## config.mk

```make
export PLATFORM = sky130hd
export DESIGN_NAME = irq_steer_router
export DESIGN_NICKNAME = d
export VERILOG_FILES = /design/src/rtl/irq_steer_pkg.sv /design/src/rtl/steer_regs.sv /design/src/rtl/level_sampler.sv /design/src/rtl/level_combiner.sv /design/src/rtl/irq_steer_router.sv
export SDC_FILE = /design/constraint.sdc
export NUM_CORES = 1
export LEC_CHECK = 0
export BUFFER_PORTS_ARGS = -buffer_cell sky130_fd_sc_hd__buf_2
export CORE_MARGIN = 2
export CORE_UTILIZATION = 46
export DETAILED_ROUTE_END_ITERATION = 6
export PLACE_DENSITY = 0.78
export SLEW_MARGIN = 20
export SYNTH_ARGS = -nofsm -noshare
export SYNTH_HDL_FRONTEND = slang
export SYNTH_SLANG_ARGS = --single-unit
```

## constraint.sdc

```tcl
create_clock -name clk -period 1.4 [get_ports clk]
set_input_delay 0.14 -clock clk [delete_from_list [all_inputs] [get_ports clk]]
set_output_delay 0.14 -clock clk [all_outputs]
set_load 0.02 [all_outputs]
```

## src/rtl/irq_steer_pkg.sv

```systemverilog
// Shared types and decode helpers for the interrupt steering router.
// Assumes legacy IRQ numbers fit in four bits and APIC indices in five.
package irq_steer_pkg;

    typedef struct packed {
        logic       detach;
        logic [2:0] unused;
        logic [3:0] irq;
    } steer_t;

    localparam logic [7:0] STEER_RESET = 8'h80;
    localparam logic [2:0] SCI_RESET   = 3'd0;

    typedef struct packed {
        logic       valid;
        logic [4:0] irq;
    } sci_dest_t;

    // Turn an SCI select code into a destination IRQ (valid=0 for reserved).
    function automatic sci_dest_t sci_decode(input logic [2:0] code);
        sci_dest_t d;
        d.valid = 1'b1;
        unique case (code)
            3'd0:    d.irq = 5'd9;
            3'd1:    d.irq = 5'd10;
            3'd2:    d.irq = 5'd11;
            3'd4:    d.irq = 5'd20;
            3'd5:    d.irq = 5'd21;
            default: begin
                d.irq   = 5'd0;
                d.valid = 1'b0;
            end
        endcase
        return d;
    endfunction

endpackage

```

## src/rtl/steer_regs.sv

```systemverilog
// Configuration register file: one steering byte per request line plus the
// SCI select code. Lower half of the lines sits at LO_BASE, upper half at
// HI_BASE, SCI select at SCI_ADDR. Unmapped writes are dropped.
module steer_regs
    import irq_steer_pkg::*;
#(
    parameter int NUM_PIRQ = 8,
    parameter int ADDR_W   = 4,
    parameter int LO_BASE  = 0,
    parameter int HI_BASE  = 8,
    parameter int SCI_ADDR = 12
) (
    input  logic                     clk,
    input  logic                     rst_n,
    input  logic                     cfg_we,
    input  logic [ADDR_W-1:0]        cfg_addr,
    input  logic [7:0]               cfg_wdata,
    output logic [NUM_PIRQ-1:0][7:0] steer_q,
    output logic [2:0]               sci_code_q
);
    localparam int HALF = NUM_PIRQ / 2;

    for (genvar n = 0; n < NUM_PIRQ; n++) begin : g_line
        localparam int MY_ADDR = (n < HALF) ? (LO_BASE + n) : (HI_BASE + n - HALF);

        // Holds the steering byte of line n.
        always_ff @(posedge clk) begin
            if (!rst_n)
                steer_q[n] <= STEER_RESET;
            else if (cfg_we && (cfg_addr == ADDR_W'(MY_ADDR)))
                steer_q[n] <= cfg_wdata;
        end

        assert_write_lands_R2: assert property (@(posedge clk) disable iff (!rst_n)
            (cfg_we && cfg_addr == ADDR_W'(MY_ADDR)) |=> steer_q[n] == $past(cfg_wdata));

        assert_reset_default_R1: assert property (@(posedge clk) disable iff (!rst_n)
            !$past(rst_n) |-> (steer_q[n] == STEER_RESET && sci_code_q == SCI_RESET));
    end

    // Holds the SCI select code.
    always_ff @(posedge clk) begin
        if (!rst_n)
            sci_code_q <= SCI_RESET;
        else if (cfg_we && (cfg_addr == ADDR_W'(SCI_ADDR)))
            sci_code_q <= cfg_wdata[2:0];
    end

endmodule

```

## src/rtl/level_sampler.sv

```systemverilog
// Registers the request and SCI levels once so that outputs depend only on
// state. SCI is already a single bit; its stored copy clears on reset.
module level_sampler #(
    parameter int NUM_PIRQ = 8
) (
    input  logic                clk,
    input  logic                rst_n,
    input  logic [NUM_PIRQ-1:0] pirq_in,
    input  logic                sci_in,
    output logic [NUM_PIRQ-1:0] pirq_q,
    output logic                sci_q
);
    // Captures the input levels every cycle.
    always_ff @(posedge clk) begin
        if (!rst_n) begin
            pirq_q <= '0;
            sci_q  <= 1'b0;
        end else begin
            pirq_q <= pirq_in;
            sci_q  <= sci_in;
        end
    end

    assert_sample_delay_R8: assert property (@(posedge clk) disable iff (!rst_n)
        $past(rst_n) |-> (sci_q == $past(sci_in) && pirq_q == $past(pirq_in)));

endmodule

```

## src/rtl/level_combiner.sv

```systemverilog
// Builds both controller input vectors from registered state: legacy side
// as wired-OR of attached lines per IRQ, APIC side as fixed offset map, and
// the SCI ORed onto whichever index its select code names.
module level_combiner
    import irq_steer_pkg::*;
#(
    parameter int NUM_PIRQ = 8,
    parameter int NUM_LEG  = 16,
    parameter int NUM_GSI  = NUM_LEG + NUM_PIRQ
) (
    input  logic                     clk,
    input  logic                     rst_n,
    input  logic [NUM_PIRQ-1:0][7:0] steer_q,
    input  logic [2:0]               sci_code_q,
    input  logic [NUM_PIRQ-1:0]      pirq_q,
    input  logic                     sci_q,
    output logic [NUM_LEG-1:0]       leg_irq,
    output logic [NUM_GSI-1:0]       apic_irq
);
    sci_dest_t dest;
    logic      any_attached;

    // Decodes where the SCI goes.
    always_comb dest = sci_decode(sci_code_q);

    // ORs every contributor into its legacy and APIC positions.
    always_comb begin
        steer_t s;
        leg_irq      = '0;
        apic_irq     = '0;
        any_attached = 1'b0;
        for (int n = 0; n < NUM_PIRQ; n++) begin
            s = steer_t'(steer_q[n]);
            if (!s.detach) any_attached = 1'b1;
            if (pirq_q[n] && !s.detach && (32'(s.irq) < NUM_LEG))
                leg_irq[s.irq] = 1'b1;
            apic_irq[NUM_LEG + n] = pirq_q[n];
        end
        if (sci_q && dest.valid) begin
            apic_irq[dest.irq] = 1'b1;
            if (32'(dest.irq) < NUM_LEG)
                leg_irq[dest.irq[3:0]] = 1'b1;
        end
    end

    for (genvar n = 0; n < NUM_PIRQ; n++) begin : g_chk
        assert_apic_follows_R5: assert property (@(posedge clk) disable iff (!rst_n)
            pirq_q[n] |-> apic_irq[NUM_LEG + n]);
    end

    assert_sci_reaches_apic_R7: assert property (@(posedge clk) disable iff (!rst_n)
        (sci_q && dest.valid) |-> apic_irq[dest.irq]);

    assert_quiet_legacy_R6: assert property (@(posedge clk) disable iff (!rst_n)
        (!any_attached && !(sci_q && dest.valid)) |-> leg_irq == '0);

endmodule

```

## src/rtl/irq_steer_router.sv

```systemverilog
// Top of the interrupt steering router: configuration registers, input
// sampling and level combining. Outputs follow state after one edge.
module irq_steer_router #(
    parameter int NUM_PIRQ = 8,
    parameter int NUM_LEG  = 16,
    parameter int ADDR_W   = 4,
    parameter int NUM_GSI  = NUM_LEG + NUM_PIRQ
) (
    input  logic                clk,
    input  logic                rst_n,
    input  logic                cfg_we,
    input  logic [ADDR_W-1:0]   cfg_addr,
    input  logic [7:0]          cfg_wdata,
    input  logic [NUM_PIRQ-1:0] pirq_in,
    input  logic                sci_in,
    output logic [NUM_LEG-1:0]  leg_irq,
    output logic [NUM_GSI-1:0]  apic_irq
);
    logic [NUM_PIRQ-1:0][7:0] steer_q;
    logic [2:0]               sci_code_q;
    logic [NUM_PIRQ-1:0]      pirq_q;
    logic                     sci_q;

    steer_regs #(.NUM_PIRQ(NUM_PIRQ), .ADDR_W(ADDR_W)) u_regs (
        .clk(clk), .rst_n(rst_n), .cfg_we(cfg_we), .cfg_addr(cfg_addr),
        .cfg_wdata(cfg_wdata), .steer_q(steer_q), .sci_code_q(sci_code_q)
    );

    level_sampler #(.NUM_PIRQ(NUM_PIRQ)) u_samp (
        .clk(clk), .rst_n(rst_n), .pirq_in(pirq_in), .sci_in(sci_in),
        .pirq_q(pirq_q), .sci_q(sci_q)
    );

    level_combiner #(.NUM_PIRQ(NUM_PIRQ), .NUM_LEG(NUM_LEG), .NUM_GSI(NUM_GSI)) u_comb (
        .clk(clk), .rst_n(rst_n), .steer_q(steer_q), .sci_code_q(sci_code_q),
        .pirq_q(pirq_q), .sci_q(sci_q), .leg_irq(leg_irq), .apic_irq(apic_irq)
    );

endmodule

```

# Word level (Yosys, flattened, before mapping)
# Cells that the tools add are included.
# word_totals
ff_bits	76
inputBits	24
out_inout_bits	40
elab_cells	125
# classes
order_cmp	21
n_eq_ne	12
mux	33
bitwise_logic	9
n_reduce_logical	39
# ops
op	n
16-bit 2-to-1 mux	10
16-bit bitwise OR	8
4-bit by 5-bit < comparator with 1-bit output (second input constant)	9
1-bit demux with 4-bit select	9
4-bit by 1-bit >= comparator with 1-bit output (second input constant)	9
1-bit logical AND	28
5-bit case mux with 5 select lines	1
24-bit 2-to-1 mux	1
24-bit bitwise OR	1
4-bit == test (second input constant)	5
1-bit 2-to-1 mux	11
4-bit by 2-bit == test with 1-bit output (second input constant)	2
1-bit zero test	8
3-bit == test (second input constant)	2
5-bit by 6-bit < comparator with 1-bit output (second input constant)	1
1-bit demux with 5-bit select	1
5-bit by 1-bit >= comparator with 1-bit output (second input constant)	1
5-bit < comparator (second input constant)	1
5-bit OR reduction	1
4-bit by 1-bit == test with 1-bit output (second input constant)	1
4-bit zero test	1
3-bit by 1-bit == test with 1-bit output (second input constant)	1
3-bit by 2-bit == test with 1-bit output (second input constant)	1
3-bit zero test	1

# Longest topological paths before layout
# Gate-level depths: netlist (run 1).
# depth
ltp_word	22
depth_mapped	6
depth_no_buf	4

# By module
# A second synthesis (run 1) with hierarchy kept.
# hier_totals
hier_cells	477
hier_area_um2	4174.0
# modules_own_cells
mod	instances	cells_each	area_per_inst_um2	seq_area_each_um2
steer_regs	1	239	2503.7	1341.3
level_combiner	1	220	1433.9	0.0
level_sampler	1	18	236.5	180.2

# Worst setup path before layout (run 1)
# Ideal clock, no wire load.
# synth_timing
path_type	register to output
startpoint	reg u_regs.sci_code_q[2]
endpoint	out leg_irq[9]
arrival_time_ps	1539
required_time_ps	1260
path_slack_ps	-279
path_stages_with_launch	4
path_buffers	0
cell_sequence	dfxtp_1 > nor4b_1 > nor3_1 > nand3_1
# synth_between
elab_chain_cells	9
elab_cells_between_ends	18
cone_classes	order compare (3); eq/ne (4); mux (6); bitwise (1); reduce/logical (4)
# synth_rtl
item	line	text
start, declared	steer_regs.sv:19	output logic [2:0] sci_code_q
start signal, assigned	steer_regs.sv:46	sci_code_q <= cfg_wdata[2:0];
3-bit == test, or another cell as far along	irq_steer_pkg.sv:23	unique case (code)
5-bit case mux with 5 select lines	irq_steer_pkg.sv:23	
4-bit by 5-bit < comparator with 1-bit output (not written as such) / 4-bit by 1-bit >= comparator with 1-bit output (equally long branches)	level_combiner.sv:42	leg_irq[dest.irq[3:0]] = 1'b1;
1-bit logical AND (not written as such)	level_combiner.sv:42	
1-bit 2-to-1 mux (not written as such)	level_combiner.sv:42	
1-bit demux with 4-bit select	--	
16-bit bitwise OR (no source line)	--	
16-bit 2-to-1 mux	level_combiner.sv:41	if (32'(dest.irq) < NUM_LEG)
16-bit 2-to-1 mux (*)	level_combiner.sv:39	if (sci_q && dest.valid) begin
end, declared	irq_steer_router.sv:16	output logic [NUM_LEG-1:0] leg_irq,
# Every way passes the cells marked *; elsewhere a longest branch is shown, timed or not.

# Final worst setup path (run 1)
# layout_timing
startpoint	reg u_regs.steer_q[25] (netlist name)
endpoint	out leg_irq[5]
# layout_between
elab_chain_cells	17
elab_cells_between_ends	18
cone_classes	order compare (2); mux (9); bitwise (6); reduce/logical (1)
# layout_rtl
item	line	text
start, declared	steer_regs.sv:18	output logic [NUM_PIRQ-1:0][7:0] steer_q,
start signal, assigned by index	steer_regs.sv:31	steer_q[n] <= cfg_wdata;
4-bit by 5-bit < comparator with 1-bit output (not written as such) / 4-bit by 1-bit >= comparator with 1-bit output (equally long branches)	level_combiner.sv:36	leg_irq[s.irq] = 1'b1;
1-bit logical AND (not written as such)	level_combiner.sv:36	
1-bit 2-to-1 mux (not written as such)	level_combiner.sv:36	
1-bit demux with 4-bit select (*)	--	
16-bit bitwise OR (no source line) (*)	--	
16-bit 2-to-1 mux (*)	level_combiner.sv:35	if (pirq_q[n] && !s.detach && (32'(s.irq) < NUM_LEG))
16-bit bitwise OR (no source line)	--	
16-bit 2-to-1 mux (*)	level_combiner.sv:35	
16-bit bitwise OR (no source line)	--	
16-bit 2-to-1 mux (*)	level_combiner.sv:35	
16-bit bitwise OR (no source line)	--	
16-bit 2-to-1 mux (*)	level_combiner.sv:35	
16-bit bitwise OR (no source line)	--	
16-bit 2-to-1 mux (*)	level_combiner.sv:35	
16-bit bitwise OR (no source line)	--	
16-bit 2-to-1 mux	level_combiner.sv:41	
16-bit 2-to-1 mux (*)	level_combiner.sv:39	
# Marked as above.

==> results of run 1 <==
## metal layers
metal  part of all wire (%)  wire [um]
met1                     41       5550
met2                     49       6600
met3                    6.8        920
met4                    3.0        400
met5                      0          0
## layout make-up
class                           instances  area share, %
Timing Repair Buffer                  161           22.6
Multi-Input combinational cell        331           52.4
Clock buffer                            6           1.52
Inverter                                4          0.276
Clock inverter                          1          0.161
Tap cell                               99           2.28
Sequential cell                        52           20.7
## final timing paths
path,slack (ps),endpoint
setup / recovery,-550,leg_irq[5]
hold / removal,30,u_samp.pirq_q[5]
setup reg to reg,460,u_regs.steer_q[0]
hold reg to reg,540,u_regs.steer_q[57]
## logic make-up (layout without fill, tap and decap cells)
family	Yosys count	in the layout
AO/OA/AOI/OAI	66	66
buffers and inverters	50	172
flip-flops	52	52
multiplexers	33	33
AND/OR/NAND/NOR	219	219
other	1	13
## synthesized netlist by cell type (2+ instances only)
cell,instances,area [um2]
sky130_fd_sc_hd__dfxtp_1,52,1040
sky130_fd_sc_hd__nand2_1,35,131
sky130_fd_sc_hd__mux2i_1,33,330
sky130_fd_sc_hd__nor2b_1,32,200
sky130_fd_sc_hd__nor3_1,31,155
sky130_fd_sc_hd__nor2_1,22,82.6
sky130_fd_sc_hd__buf_4,19,143
sky130_fd_sc_hd__nand3_1,17,85.1
sky130_fd_sc_hd__clkbuf_1,16,60.1
sky130_fd_sc_hd__o22ai_1,16,100
sky130_fd_sc_hd__nand2b_1,13,81.3
sky130_fd_sc_hd__nand4bb_1,11,124
sky130_fd_sc_hd__o21ai_0,10,50.1
sky130_fd_sc_hd__and2_1,9,56.3
sky130_fd_sc_hd__nand4b_1,9,78.8
sky130_fd_sc_hd__a21boi_0,8,60.1
sky130_fd_sc_hd__buf_2,8,40.0
sky130_fd_sc_hd__o32ai_1,7,61.3
sky130_fd_sc_hd__nor4_1,6,37.5
sky130_fd_sc_hd__a21oi_1,5,25.0
sky130_fd_sc_hd__nor4b_1,5,43.8
sky130_fd_sc_hd__a32oi_1,4,35.0
sky130_fd_sc_hd__inv_1,4,15.0
sky130_fd_sc_hd__o22a_1,4,35.0
sky130_fd_sc_hd__or4b_1,4,40.0
sky130_fd_sc_hd__nor3b_4,3,56.3
sky130_fd_sc_hd__nor4bb_1,3,30.0
sky130_fd_sc_hd__a211oi_1,2,15.0
sky130_fd_sc_hd__a22oi_1,2,15.0
sky130_fd_sc_hd__a31o_2,2,17.5
sky130_fd_sc_hd__a31oi_1,2,12.5
sky130_fd_sc_hd__and4b_1,2,20.0
sky130_fd_sc_hd__buf_6,2,22.5
sky130_fd_sc_hd__nand3b_2,2,22.5
sky130_fd_sc_hd__nor3b_1,2,15.0
sky130_fd_sc_hd__or4_1,2,15.0
sky130_fd_sc_hd__or4bb_1,2,22.5
## cell usage in the layout, fill, tap and decap left out, drive strengths merged, types with 7 or more instances in the layout
| master | count |
|---|---|
| conb | 13 |
| nand3 | 17 |
| nand4bb | 11 |
| o22ai | 16 |
| nand2 | 35 |
| nand2b | 13 |
| nor3 | 31 |
| and2 | 9 |
| nor2 | 23 |
| buf | 161 |
| o32ai | 7 |
| nand4b | 9 |
| a21boi | 8 |
| mux2i | 33 |
| dfxtp | 52 |
| nor2b | 32 |
| o21ai | 11 |
## power breakdown
group | leakage (nW) | switching (mW) | total (mW) | internal [mW]
Combinational | 1.71 | 0.225 | 0.408 | 0.183
Sequential | 0.439 | 0.0471 | 1.54 | 1.49
Clock | 0.0473 | 0.502 | 0.898 | 0.395
## state kept, by name (all words and copies together) (netlist names)
| signal | count |
|---|---|
| u_samp.pirq_q | 8 |
| u_regs.steer_q | 40 |
| u_samp.sci_q | 1 |
| u_regs.sci_code_q | 3 |
## timing repair
item | CTS | global route
resized for setup | 115 | 55
pin swaps | 20 | 14
buffers inserted | 7 | 2
setup endpoints to repair | 21 | 21
==> results.cfg, run 1 <==
[timing]
period_utilisation_layout_pct = 139
unrepaired_setup_endpoints_after_global_routing = yes
fin_ws_ps = -546
finalSetupTns_ps = -7270
timing_max_transition_violations_final = 0
finalSetupViolCount = 18
timing.hold.ws_ps = 32.3
max_freq_mhz = 514
hold_violations = 0
min_period_ps = 1950
skew_ps = 0

[setup_path]
critical_path.max_stage_delay_ps = 590
required_ps = 1260
critical-path-top-delay-family = simple AND/OR/NAND/NOR gates
r2r-start = u_regs.steer_q[0]
crit_arrival_ps = 1810
worstPathCellList = or4bb_4, o22a_1, o21ai_2, or4_4, buf_6
beginning_of_the_critical_path = u_regs.steer_q[25]
worst-path-stages = 5
crit_buf_inv = 1
r2r.worst_path.cells = 3
critical_path.startpoint_type = flop
path_class = reg2out
critical_path.max_fanout = 4
critPathSlowestCell = sky130_fd_sc_hd__or4bb_4
critPathCaptureType = primary output

[placed_design]
hpwl_um = 9260
placedCellCount = 640
post-place-ws_ps = -261
dpl-instance-area_um2 = 4600
routabilityCongestion = 0.963
numPortBuffers = 47

[global_route]
gr-max-usage-layer = met2
grt_first_pass_wirelength_um = 19600
met2_usage_pct = 49.0
grt_use_met3_pct = 3.15
vias_in_the_first_global_route = 3832
grt_usage_pct = 29.6
grt_antenna_before_repair = 0
grt_start_max_net_pins = 53
grt_use_met1_pct = 39.3
grt_overflow = 0

[yosys]
synth_cells = 421
synth-edff-count = 0
synthesis.area_um2 = 3500
synth_simple_gate_area_share_pct = 39.5
synthesis.area_per_instance_um2 = 8.32
synth_area_in_xor_xnor_pct = 0
yosys.area_share.adder_pct = 0
synth_top_family_by_area = simple AND/OR/NAND/NOR gates
synth-compound-area-share_pct = 13.0
synth_ff_type = sky130_fd_sc_hd__dfxtp_1
ys_warn_count = 0
sequential_cell_area_fraction_in_the_yosys_report_pct = 29.7
share_of_flip_flops_with_an_asynchronous_set_or_reset_pct = 0
synth.lib_cells_used.distinct = 52
yosys-mux-area-fraction_pct = 9.43
synth-seq-cells = 52

[drt]
drc = 0
vias_per_cell = 6.14
drt-initial-drc-count = 383
vias = 4013
antenna_violating_nets_post_route = 0
drt_pre_antenna_iters = 5
drt-total-wl_um = 13500
avgRoutedWirePerCell_um = 20.6

[cells_and_area]
multi_input_area_um2 = 2850
final_core_util_pct = 74.2
final_cell_count_no_fill = 654
antennaDiodeCount = 0
post_route_cells_drive_above_1_share_pct = 55.1
num-nets-final = 579
num-fill-cells = 473
flow.area_growth_from_synthesis_pct = 55.4
layout.area.seq_um2 = 1130
design_area_um2 = 5440

[worst_hold_path]
worst_hold_startpoint = pirq_in[5]
min_path_type = in2reg
min_delay_path_depth = 2

[clocking]
number_of_cts_inserted_buffers = 5
cts_hold_buf = 0
tritoncts_num_sinks = 52
clk_root_buffer_cell = sky130_fd_sc_hd__clkbuf_8
clk_latency_ps = 310
clock_tree.htree_level_count = 2
clock_tree.buffer_depth = 2
clk_pin_slew_ps = 90
cts_tree = built

[power_and_ir_drop]
sum_of_internal_switching_and_leakage_power_mw = 2.85
power-per-cell-area_nw_per_um2 = 523
static-leakage-power_nw = 2.19
maximum_vdd_drop_uv = 937

[floorplanning]
die_span_y_um = 91.3
die-area_um2 = 8330
rows = 31
num_io_pins = 64
core-area_um2 = 7330
die_w_um = 91.3
floorplan.initialDensity_pct = 47.8

[status]
violations = setup timing
status = finished with violations

[job]
max_cap_violations = 0
No activity file was read; power rests on OpenSTA's default activity.
==> run 2, diff against run 1 <==
Settings changed: CORE_UTILIZATION 46 to 25, PLACE_DENSITY 0.78 to 0.51.
==> results.cfg, run 2 (synthesis results as in run 1) <==
[setup_path]
worstPathCellList = or4b_4, buf_12, o22ai_1, a21oi_1, nand2_1, buf_6
r2r-start = u_regs.sci_code_q[0]
path_class = reg2out
crit_arrival_ps = 1780
critical_path.startpoint_type = flop
r2r.worst_path.cells = 5
setup.reg_to_reg.worst_slack_ps = 440
critical_path.max_stage_delay_ps = 570
critical_path.max_fanout = 3
crit_buf_inv = 2
critPathSlowestCell = sky130_fd_sc_hd__or4b_4
required_ps = 1260
crit-reg2reg-capture = u_regs.sci_code_q[0]
critPathCaptureType = primary output
critical-path-top-delay-family = simple AND/OR/NAND/NOR gates

[placed_design]
hpwl_um = 10200
post-place-ws_ps = -307
dpl-instance-area_um2 = 4770
placedCellCount = 727
numPortBuffers = 47
routabilityCongestion = 0.920

[timing]
unrepaired_setup_endpoints_after_global_routing = yes
period_utilisation_layout_pct = 137
timing.hold.ws_ps = 39.5
timing_max_transition_violations_final = 0
min_period_ps = 1920
max_freq_mhz = 520
skew_ps = 0
hold_violations = 0
finalSetupViolCount = 21
fin_ws_ps = -522

[drt]
vias_per_cell = 5.10
drt-initial-drc-count = 212
total_met2_wirelength_after_detailed_routing_um = 6180
drc = 0
dr_wl_met3_um = 668
vias = 3835
drt_pre_antenna_iters = 5
drt-total-wl_um = 13400
avgRoutedWirePerCell_um = 17.8
highest-signal-layer = met4
antenna_violating_nets_post_route = 0
wl_met1_um = 6070

[global_route]
vias_in_the_first_global_route = 3698
grt_first_pass_wirelength_um = 20100
grt_start_max_net_pins = 27
grt_overflow = 0
grt_usage_pct = 17.6
grt_antenna_before_repair = 0

[cells_and_area]
design_area_um2 = 5830
final_cell_mix = sky130_fd_sc_hd__buf_4 (114), sky130_fd_sc_hd__nand2_1 (34), sky130_fd_sc_hd__mux2i_1 (33), sky130_fd_sc_hd__buf_6 (33), sky130_fd_sc_hd__nor2b_1 (31)
reg_top3 = u_regs.steer_q: 40 flops, u_samp.pirq_q: 8 flops, u_regs.sci_code_q: 3 flops
post_route_cells_drive_above_1_share_pct = 57.7
final_cell_count_no_fill = 752
flow.area_growth_from_synthesis_pct = 66.4
antennaDiodeCount = 0
num-nets-final = 595
layout_commonest_cell = sky130_fd_sc_hd__buf_4
largest_register_ffs = 40
top_register_by_number_of_flip_flops = u_regs.steer_q
num-fill-cells = 1371

[worst_hold_path]
min_to = u_samp.pirq_q[2]
min_delay_path_depth = 2
worst_hold_startpoint = pirq_in[2]
min_path_type = in2reg

[floorplanning]
die-area_um2 = 15000
rows = 43
die_span_y_um = 122
core-area_um2 = 13800
num_io_pins = 64
die_w_um = 122
floorplan.initialDensity_pct = 25.4

[power_and_ir_drop]
cell_internal_pwr_mw = 2.41
seq_power_share_pct = 47.3
power.share.switching_pct = 25.7
comb_power_share_pct = 13.4
static-leakage-power_nw = 2.33
p_sw_mw = 0.836
sum_of_internal_switching_and_leakage_power_mw = 3.25
power.share.clock_pct = 39.3
maximum_vdd_drop_uv = 418
power-per-cell-area_nw_per_um2 = 558

[clocking]
clock_tree.htree_level_count = 2
clk_pin_slew_ps = 70
clock_tree.buffer_depth = 2
clk_latency_ps = 290
cts_tree = built
number_of_cts_inserted_buffers = 5
cts_hold_buf = 0
tritoncts_num_sinks = 52
clk_root_buffer_cell = sky130_fd_sc_hd__clkbuf_16

[job]
max_cap_violations = 0

[status]
violations = setup timing
status = finished with violations
[run 2: cell count changes in the layout (fill, tap and decap cells not counted), moves of 5 or more]
cell	previous run	this run
sky130_fd_sc_hd__buf_6	22	33
sky130_fd_sc_hd__dfxtp_1	7	13
sky130_fd_sc_hd__dfxtp_2	33	27
sky130_fd_sc_hd__buf_4	109	114
sky130_fd_sc_hd__clkbuf_16	0	5
sky130_fd_sc_hd__clkbuf_8	6	1
[run 2: metrics by stage]
step | utilization (%) | TNS [ps]
finish | 42.3 | -7290
global route | 42.3 | -8460
CTS | 39.6 | -6850
detailed placement | 34.6 | -3200
global placement | 34.6 | -3390
floorplan | - | -212
[run 2: area by class of cell]
| cell class | instances | area, um2 | area share, % |
|---|---|---|---|
| tap | 180 | 225 | 3.87 |
| timing repair buffer | 177 | 1420 | 24.4 |
| clock inverter | 2 | 13.8 | 0.236 |
| multi-input combinational | 331 | 2890 | 49.6 |
| sequential | 52 | 1120 | 19.2 |
| inverter | 4 | 15.0 | 0.258 |
| clock buffer | 6 | 139 | 2.38 |
[run 2: worst register-to-register path: stages (launching register included)]
cell and delay, ps:
sky130_fd_sc_hd__dfxtp_4 350, sky130_fd_sc_hd__buf_6 120, sky130_fd_sc_hd__buf_6 110, sky130_fd_sc_hd__buf_6 110, sky130_fd_sc_hd__mux2i_1 120, sky130_fd_sc_hd__nor2b_1 50
[run 2: power by group through the flow]
stage | Combinational, mW | Clock [mW] | Sequential, mW
after floorplan | 0.256 | 0 | 1.57
after detailed placement | 0.380 | 0 | 1.58
after global placement | 0.379 | 0 | 1.57
after CTS | 0.407 | 1.31 | 1.54
after global routing | 0.469 | 1.36 | 1.54
final | 0.436 | 1.28 | 1.54
[run 2: routing by layer]
metal  vias to the layer above  track usage [%]
li1                       1827                -
met1                      1835             24.2
met2                       138             27.6
met3                        35             2.42
met4                         0             7.47
met5                         -                0
[run 2: repair_timing]
item | in CTS | in global routing
pin swaps | 30 | 15
setup buffers | 8 | 11
setup endpoints to repair | 21 | 21
gates resized for setup | 131 | 58
[run 2: worst max-delay path by stage]
stage,startpoint,to,slack [ps],depth (start not counted)
5_1_grt,u_regs.steer_q[47],leg_irq[12],-570,6
3_3_place_gp,u_samp.pirq_q[7],leg_irq[12],-310,5
3_5_place_dp,u_samp.pirq_q[7],leg_irq[12],-310,5
4_1_cts,u_regs.steer_q[40],leg_irq[12],-520,6
2_1_floorplan,u_regs.steer_q[15],leg_irq[4],-60,5
6_report,u_regs.steer_q[47],leg_irq[4],-520,6
==> run 3, diff against run 2 <==
Settings changed: CORE_UTILIZATION 25 to 40, PLACE_DENSITY 0.51 to 0.7, SETUP_SLACK_MARGIN set to 0.1.
==> results.cfg, run 3 (synthesis results as in run 1) <==
[global_route]
gr-max-usage-layer = met2
grt_use_met3_pct = 2.88
met2_usage_pct = 42.7
grt_usage_pct = 26.1
grt_overflow = 0
grt_first_pass_wirelength_um = 19800
grt_use_met1_pct = 36.7
grt_start_max_net_pins = 35
vias_in_the_first_global_route = 3707
grt_antenna_before_repair = 0

[setup_path]
path_class = reg2out
critical_path.startpoint_type = flop
crit_arrival_ps = 1770
critPathCaptureType = primary output
critical_path.max_fanout = 5
worstPathCellList = or4bb_4, o22a_1, o21ai_2, or4_4, buf_6
required_ps = 1260
critical_path.max_stage_delay_ps = 510
critPathSlowestCell = sky130_fd_sc_hd__or4_4

[drt]
drt-total-wl_um = 12900
antenna_violating_nets_post_route = 0
drt_pre_antenna_iters = 5
vias_per_cell = 5.72
drc = 0
avgRoutedWirePerCell_um = 19.4
vias = 3803
drt-initial-drc-count = 283

[clocking]
cts_hold_buf = 0
cts_tree = built
clock_tree.buffer_depth = 2
clk_root_buffer_cell = sky130_fd_sc_hd__clkbuf_8
clk_latency_ps = 300
clock_tree.htree_level_count = 2
tritoncts_num_sinks = 52
number_of_cts_inserted_buffers = 5
clk_pin_slew_ps = 100

[cells_and_area]
num-fill-cells = 687
final_core_util_pct = 63.8
final_cell_mix = sky130_fd_sc_hd__buf_4 (109), sky130_fd_sc_hd__nand2_1 (34), sky130_fd_sc_hd__mux2i_1 (33), sky130_fd_sc_hd__nor2b_1 (31), sky130_fd_sc_hd__dfxtp_2 (30)
layout_commonest_cell = sky130_fd_sc_hd__buf_4
largest_register_ffs = 40
flow.area_growth_from_synthesis_pct = 56.5
top_register_by_number_of_flip_flops = u_regs.steer_q
num-nets-final = 580
multi_input_area_um2 = 2850
post_route_cells_drive_above_1_share_pct = 55.7
reg_top3 = u_regs.steer_q: 40 flops, u_samp.pirq_q: 8 flops, u_regs.sci_code_q: 3 flops
layout.area.seq_um2 = 1110
antennaDiodeCount = 0
design_area_um2 = 5480

[timing]
skew_ps = 0
hold_violations = 0
timing_max_transition_violations_final = 0
period_utilisation_layout_pct = 136
unrepaired_setup_endpoints_after_global_routing = yes
timing.hold.ws_ps = 25.1
max_freq_mhz = 524
min_period_ps = 1910
finalSetupViolCount = 19
fin_ws_ps = -508

[floorplanning]
die_span_y_um = 97.6
floorplan.initialDensity_pct = 40.8
rows = 34
die_w_um = 97.6
die-area_um2 = 9520
num_io_pins = 64
core-area_um2 = 8590

[status]
violations = setup timing
status = finished with violations

[power_and_ir_drop]
maximum_vdd_drop_uv = 492
power-per-cell-area_nw_per_um2 = 549
sum_of_internal_switching_and_leakage_power_mw = 3.01
static-leakage-power_nw = 2.19

[job]
max_cap_violations = 0

[worst_hold_path]
min_path_type = in2reg

[placed_design]
dpl-instance-area_um2 = 4670
hpwl_um = 9580
routabilityCongestion = 0.977
numPortBuffers = 47
[run 3: changes by cell type in the layout (fill, tap and decap cells not counted), moves of 3 or more]
cell                        previous run  this run
sky130_fd_sc_hd__clkbuf_16             5         0
sky130_fd_sc_hd__dfxtp_2              27        30
sky130_fd_sc_hd__clkbuf_8              1         5
sky130_fd_sc_hd__dfxtp_4              12         8
sky130_fd_sc_hd__nand2b_1              6         9
sky130_fd_sc_hd__buf_6                33        21
sky130_fd_sc_hd__buf_4               114       109
sky130_fd_sc_hd__nor2_2                4         7
[run 3: repair_timing]
action	4_1_cts	5_1_grt
gates resized for setup	108	52
pin swaps	20	8
endpoints found under the hold margin	0	0
buffers inserted	4	3
setup endpoints to repair	21	21
[run 3: cell type report]
class                           instances  area share [%]
Multi-Input combinational cell        331            52.0
Sequential cell                        52            20.2
Clock buffer                            5            1.26
Clock inverter                          3           0.776
Tap cell                              108            2.47
Inverter                                4           0.274
Timing Repair Buffer                  162            23.0
[run 3: power breakdown]
group	internal (mW)	switching (mW)	total, mW
sequential	1.50	0.0412	1.54
combinational	0.190	0.229	0.419
clock	0.530	0.520	1.05
total	2.22	0.790	3.01
[run 3: per-layer routing]
layer	wire length (um)	vias to the layer above
met1	5770	1826
li1	-	1799
met3	718	24
met2	6180	154
met5	0	-
met4	240	0
[run 3: worst paths after layout]
path	start	endpoint	slack, ps	depth (start not counted)
setup / recovery	u_samp.pirq_q[3]	leg_irq[5]	-510	5
hold / removal	pirq_in[2]	u_samp.pirq_q[2]	30	2
setup reg to reg	u_regs.sci_code_q[0]	u_regs.sci_code_q[0]	280	6
hold reg to reg	u_regs.steer_q[57]	u_regs.steer_q[57]	530	2
[run 3: worst max-delay path: cells and delay by family (launching register included)]
family | cells | cell delay [ps]
buf+inv | 1 | 150
flops | 1 | 370
compound gates | 2 | 220
simple gates | 2 | 730
[run 3: per-stage QoR]
stage | setup TNS (ps) | setup WS (ps) | std cells
floorplan | -212 | -63.1 | 433
global placement | -3050 | -364 | 651
detailed placement | -3050 | -299 | 651
CTS | -7220 | -501 | 662
global route | -8520 | -560 | 665
finish | -7270 | -508 | 665
